`config.mk`:
```
export PLATFORM = sky130hd
export DESIGN_NAME = keypad_cmd_encoder
export DESIGN_NICKNAME = d
export VERILOG_FILES = /design/src/rtl/kp_pkg.sv /design/src/rtl/kp_sync.sv /design/src/rtl/kp_prio_enc.sv /design/src/rtl/kp_debounce.sv /design/src/rtl/kp_strobe_fsm.sv /design/src/rtl/keypad_cmd_encoder.sv
export SDC_FILE = /design/constraint.sdc
export NUM_CORES = 1
export LEC_CHECK = 0
export BUFFER_PORTS_ARGS = -buffer_cell sky130_fd_sc_hd__buf_4
export CORE_MARGIN = 10
export CORE_UTILIZATION = 60
export DETAILED_ROUTE_END_ITERATION = 7
export PLACE_DENSITY = 0.8
export SYNTH_ARGS = -nofsm -noshare
export SYNTH_HDL_FRONTEND = slang
export SYNTH_SLANG_ARGS = --single-unit
```
`constraint.sdc`:
```
create_clock -name clk -period 5.2 [get_ports clk]
set_input_delay 0.52 -clock clk [delete_from_list [all_inputs] [get_ports clk]]
set_output_delay 0.52 -clock clk [all_outputs]
set_load 0.1 [all_outputs]
```
`src/rtl/kp_pkg.sv`:
```
package kp_pkg;
    localparam int KEY_COUNT = 8;
    localparam int CODE_W    = $clog2(KEY_COUNT);
    localparam logic [7:0] CMD_BASE = 8'h30;

    typedef enum logic [1:0] {
        ST_IDLE  = 2'd0,
        ST_SETUP = 2'd1,
        ST_PULSE = 2'd2,
        ST_HOLD  = 2'd3
    } kp_state_e;

    typedef struct packed {
        logic              pressed;
        logic [CODE_W-1:0] code;
    } kp_key_t;
endpackage

```
`src/rtl/kp_sync.sv`:
```
module kp_sync #(
    parameter int WIDTH  = 8,
    parameter int STAGES = 2
) (
    input  logic             clk,
    input  logic             rst_n,
    input  logic [WIDTH-1:0] din,
    output logic [WIDTH-1:0] dout
);
    logic [WIDTH-1:0] chain [STAGES];

    for (genvar s = 0; s < STAGES; s++) begin : g_stage
        if (s == 0) begin : g_first
            always_ff @(posedge clk or negedge rst_n) begin
                if (!rst_n) chain[0] <= '1;
                else        chain[0] <= din;
            end
        end else begin : g_next
            always_ff @(posedge clk or negedge rst_n) begin
                if (!rst_n) chain[s] <= '1;
                else        chain[s] <= chain[s-1];
            end
        end
    end

    assign dout = chain[STAGES-1];
endmodule

```
`src/rtl/kp_prio_enc.sv`:
```
module kp_prio_enc
    import kp_pkg::*;
(
    input  logic [KEY_COUNT-1:0] lines_n,
    output kp_key_t              key
);
    always_comb begin
        key = '0;
        for (int i = 0; i < KEY_COUNT; i++) begin
            if (!lines_n[i]) begin
                key.pressed = 1'b1;
                key.code    = CODE_W'(i);
            end
        end
    end
endmodule

```
`src/rtl/kp_debounce.sv`:
```
module kp_debounce
    import kp_pkg::*;
#(
    parameter int DEBOUNCE_CYCLES = 16
) (
    input  logic    clk,
    input  logic    rst_n,
    input  kp_key_t raw,
    output kp_key_t stable
);
    localparam int CNT_W = $clog2(DEBOUNCE_CYCLES + 1);
    localparam logic [CNT_W-1:0] CNT_LAST = CNT_W'(DEBOUNCE_CYCLES - 1);
    localparam logic [CNT_W-1:0] CNT_SAT  = CNT_W'(DEBOUNCE_CYCLES);

    kp_key_t          cand;
    logic [CNT_W-1:0] cnt;

    always_ff @(posedge clk or negedge rst_n) begin
        if (!rst_n) begin
            cand   <= '0;
            cnt    <= '0;
            stable <= '0;
        end else if (raw != cand) begin
            cand <= raw;
            cnt  <= '0;
        end else begin
            if (cnt != CNT_SAT) cnt <= cnt + 1'b1;
            if (cnt == CNT_LAST) stable <= cand;
        end
    end
endmodule

```
`src/rtl/kp_strobe_fsm.sv`:
```
module kp_strobe_fsm
    import kp_pkg::*;
#(
    parameter int STROBE_CYCLES = 4
) (
    input  logic              clk,
    input  logic              rst_n,
    input  kp_key_t           accepted,
    output logic [CODE_W-1:0] code_q,
    output logic              strobe
);
    localparam int PW = $clog2(STROBE_CYCLES + 1);
    localparam logic [PW-1:0] PULSE_LAST = PW'(STROBE_CYCLES - 1);

    kp_state_e     state, state_n;
    logic [PW-1:0] pcnt;

    always_ff @(posedge clk or negedge rst_n) begin
        if (!rst_n) state <= ST_IDLE;
        else        state <= state_n;
    end

    always_comb begin
        state_n = state;
        unique case (state)
            ST_IDLE:  if (accepted.pressed)   state_n = ST_SETUP;
            ST_SETUP:                         state_n = ST_PULSE;
            ST_PULSE: if (pcnt == PULSE_LAST) state_n = ST_HOLD;
            ST_HOLD:  if (!accepted.pressed)  state_n = ST_IDLE;
            default:                          state_n = ST_IDLE;
        endcase
    end

    always_ff @(posedge clk or negedge rst_n) begin
        if (!rst_n) begin
            code_q <= '0;
            strobe <= 1'b0;
            pcnt   <= '0;
        end else begin
            if (state == ST_IDLE && accepted.pressed) code_q <= accepted.code;
            strobe <= (state_n == ST_PULSE);
            if (state == ST_PULSE) pcnt <= pcnt + 1'b1;
            else                   pcnt <= '0;
        end
    end
endmodule

```
`src/rtl/keypad_cmd_encoder.sv`:
```
module keypad_cmd_encoder
    import kp_pkg::*;
#(
    parameter int DEBOUNCE_CYCLES = 20000,
    parameter int STROBE_CYCLES   = 64,
    parameter int SYNC_STAGES     = 2
) (
    input  logic       clk,
    input  logic       rst_n,
    input  logic [7:0] key_n,
    output logic [7:0] cmd_byte,
    output logic       cmd_strobe
);
    logic [KEY_COUNT-1:0] lines_s;
    kp_key_t              raw_key;
    kp_key_t              deb_key;
    logic [CODE_W-1:0]    code_q;
    logic                 deb_valid;
    logic [CODE_W-1:0]    deb_code;

    kp_sync #(.WIDTH(KEY_COUNT), .STAGES(SYNC_STAGES)) u_sync (
        .clk(clk), .rst_n(rst_n), .din(key_n), .dout(lines_s)
    );

    kp_prio_enc u_enc (.lines_n(lines_s), .key(raw_key));

    kp_debounce #(.DEBOUNCE_CYCLES(DEBOUNCE_CYCLES)) u_deb (
        .clk(clk), .rst_n(rst_n), .raw(raw_key), .stable(deb_key)
    );

    kp_strobe_fsm #(.STROBE_CYCLES(STROBE_CYCLES)) u_fsm (
        .clk(clk), .rst_n(rst_n), .accepted(deb_key),
        .code_q(code_q), .strobe(cmd_strobe)
    );

    assign deb_valid = deb_key.pressed;
    assign deb_code  = deb_key.code;
    assign cmd_byte  = CMD_BASE | {{(8-CODE_W){1'b0}}, code_q};
endmodule

```
==> out/metrics.csv <==
metric,value,unit
outcome,finished clean,
pwr-share-comb,7.5,%
syn_inst,188,
cts_max_level,2,
seq_power_share,64.1,%
final_cells,251,
drv_slew,0,
drt_first_pass_iters,4,
portBuffers,13,
rr_worst_depth,6,
drt_iter0_drc,90,
dieArea,0.00645,mm2
core,0.00342,mm2
layout.area.seq,0.00132,mm2
clock-root-buffer,clkbuf_4,
wl_per_cell,14.4,um
hold_buffers,0,
required,5490,ps
grt_usage,12.6,%
crit_slowest_cell,dfrtp_1,
via_per_inst,5.43,
post_cts_buffers,0,
p_sw,177,uW
worstMarginPinSlew,618,ps
switching_share,26.6,%
gp_congestion,0.837,
critPathMostFrequentCell,nand3_1,
synth_area,0.00218,mm2
powerDensity,284,mW/mm2
cp-end-kind,register,
finalNetCount,217,
antenna_left,0,
period_minus_slack,2170,ps
grt_pass1_vias,1479,
place_hpwl,2.71,mm
grt_max_degree,53,
max-vdd-ir-drop,0.242,mV
clock_skew,13.1,ps
async_flop_share,100,%
clk-insertion-delay-late,380,ps
crit_type,register to register,
rows,21,
period_share,41.7,%
crit_arrival,2450,ps
grt-busiest-layer,met2,
drcViolationCount,0,
start_util,64.0,%
synth-seq-cells,52,
syn_avg_cell_area,11.6,um2
r2r_start,u_deb.cnt[0],
p_int,490,uW
hold_path_class,primary input to async pin,
max_stage_delay,450,ps
numCtsBuffers,5,
power.leakage,1.03,nW
die_w,80.3,um
grtUsageMet1,13.9,%
multiInputGateArea,785,um2
area_growth,7.62,%
die_y,80.3,um
r2r-end,u_deb.stable[3],
clkTransAtPathRegs,160,ps
rsz0062_at_grt,no,
setup_tns,0,ps
clockBufferDepth,2,
p_clk_share,28.4,%
grt_overflow,0,
yosys_warnings,0,
grt_antenna_before_repair,0,
crit_fanout,5,
maxCapViolCount,0,
ys_types,42,
vias,1363,
fillers,279,
fmax,0.462,GHz
ys.flop_type,dfrtp_1,
final_util,68.8,%
reg2reg_slack,3030,ps
antenna_cells,0,
cts_tree,done,
pin_count,19,
finalHoldViolations,0,
dp.cells,243,
use_met2,21.7,%
slew-limit-headroom,58.8,%
cp_cell_sequence,ha_1 > nand3_1 > nor4_1 > nand3_1 > nor4_2 > mux2_2,
cts_sinks,52,
ys_seq_area_share,60.5,%
finalWirelength,3.61,mm
cts_resized,0,
use_met3,5.23,%
grt_first_pass_wirelength,6.58,mm
setup_violations,0,
drive_above_1_share,23.4,%
worst_setup_path_start_kind,register,
synth-edff-count,0,
[layer usage]
| metal | part of all wire [%] | vias up |
|---|---|---|
| met2 | 53 | 30 |
| li1 | - | 657 |
| met3 | 6.2 | 5 |
| met4 | 1.1 | 0 |
| met5 | 0 | - |
| met1 | 40 | 671 |
[cell families (layout without fill, tap and decap cells)]
| kind of cell | count (synthesis) | in the layout | synth area share (%) |
|---|---|---|---|
| simple gates | 76 | 76 | 17.4 |
| flops | 52 | 52 | 60.5 |
| buf+inv | 14 | 28 | 4.12 |
| mux | 7 | 7 | 3.55 |
| fa+ha+maj | 3 | 3 | 1.72 |
| xor+xnor | 18 | 18 | 7.22 |
| other cells | 2 | 5 | 0.344 |
| compound gates | 16 | 16 | 5.21 |
[power by group through the flow]
stage | clock network [mW] | logic [mW] | registers [mW]
global route | 0.216 | 0.0556 | 0.430
finish | 0.189 | 0.0502 | 0.428
floorplan | 0 | 0.0420 | 0.433
detailed placement | 0 | 0.0508 | 0.435
CTS | 0.195 | 0.0509 | 0.428
global placement | 0 | 0.0483 | 0.433
[Yosys cell counts, types with 2 or more instances]
library cell | instances | share of area (%)
xor2_1 | 9 | 3.6
nand4_1 | 6 | 1.7
nor4b_1 | 2 | 0.80
o21ai_0 | 4 | 0.92
dfrtp_1 | 36 | 41
or3_1 | 3 | 0.86
xnor2_1 | 9 | 3.6
ha_1 | 3 | 1.7
inv_1 | 7 | 1.2
nand2_1 | 15 | 2.6
nor2_1 | 26 | 4.5
mux2_2 | 6 | 3.1
buf_4 | 5 | 1.7
nand2b_1 | 2 | 0.57
dfstp_2 | 16 | 19
a21oi_1 | 3 | 0.69
nand3_1 | 9 | 2.1
nor4_1 | 2 | 0.57
conb_1 | 2 | 0.34
[worst max-delay path by stage]
stage                            to  cells after the start      startpoint
finish              u_deb.stable[3]                      6    u_deb.cnt[0]
global route        u_deb.stable[3]                      6    u_deb.cnt[0]
CTS                 u_deb.stable[3]                      6    u_deb.cnt[0]
detailed placement  u_deb.stable[3]                      6    u_deb.cnt[0]
global placement    u_deb.stable[1]                      6    u_deb.cnt[0]
floorplan           u_deb.stable[1]                      5  u_sync.dout[3]
[per-stage QoR]
step                      hold WS [ps]  area (um2)  total power [mW]  setup WS, ps
after global placement             346        2290             0.482          3170
after global routing               145        2350             0.701          2890
after CTS                          155        2350             0.674          3020
after detailed placement           347        2290             0.486          3050
final                              137        2350             0.667          3030
after floorplan                    224        2200             0.475          3290
[cells in the final DEF (no fill, tap or decap), drive strengths merged, types with 2 or more instances in the layout]
cell type and n:
nand2 15, nand4 6, nand2b 2, conb 5, nand3 9, or3 3, dfrtp 36, dfstp 16
ha 3, xnor2 9, nor4 3, clkbuf 5, nor2 27, nor4b 2, inv 9, mux2 6
xor2 9, buf 13, o21ai 4, a21oi 3
[flip-flops by register name (all words and copies together) (netlist names)]
name / flops
u_sync.dout: 8
u_fsm.code_q: 3
u_deb.cnt: 15
u_fsm.strobe: 1
u_deb.cand: 4
u_fsm.pcnt: 7
u_fsm.state: 2
u_deb.stable: 4
u_sync.chain: 8
[layout make-up]
class                      count  share of cell area [%]
sequential                    52                    56.2
timing repair buffer          13                    4.15
clock inverter                 3                    1.12
inverter                       7                    1.12
multi-input combinational    125                    33.4
tap                           46                    2.45
clock buffer                   5                    1.60
[critical path: cells and delay by family (launching register included)]
| kind | cells | cell delay (ps) |
|---|---|---|
| flip-flops | 1 | 450 |
| adder cells (fa/ha/maj) | 1 | 210 |
| multiplexers | 1 | 380 |
| AND/OR/NAND/NOR | 4 | 1030 |
No activity file was read; power rests on OpenSTA's default activity.
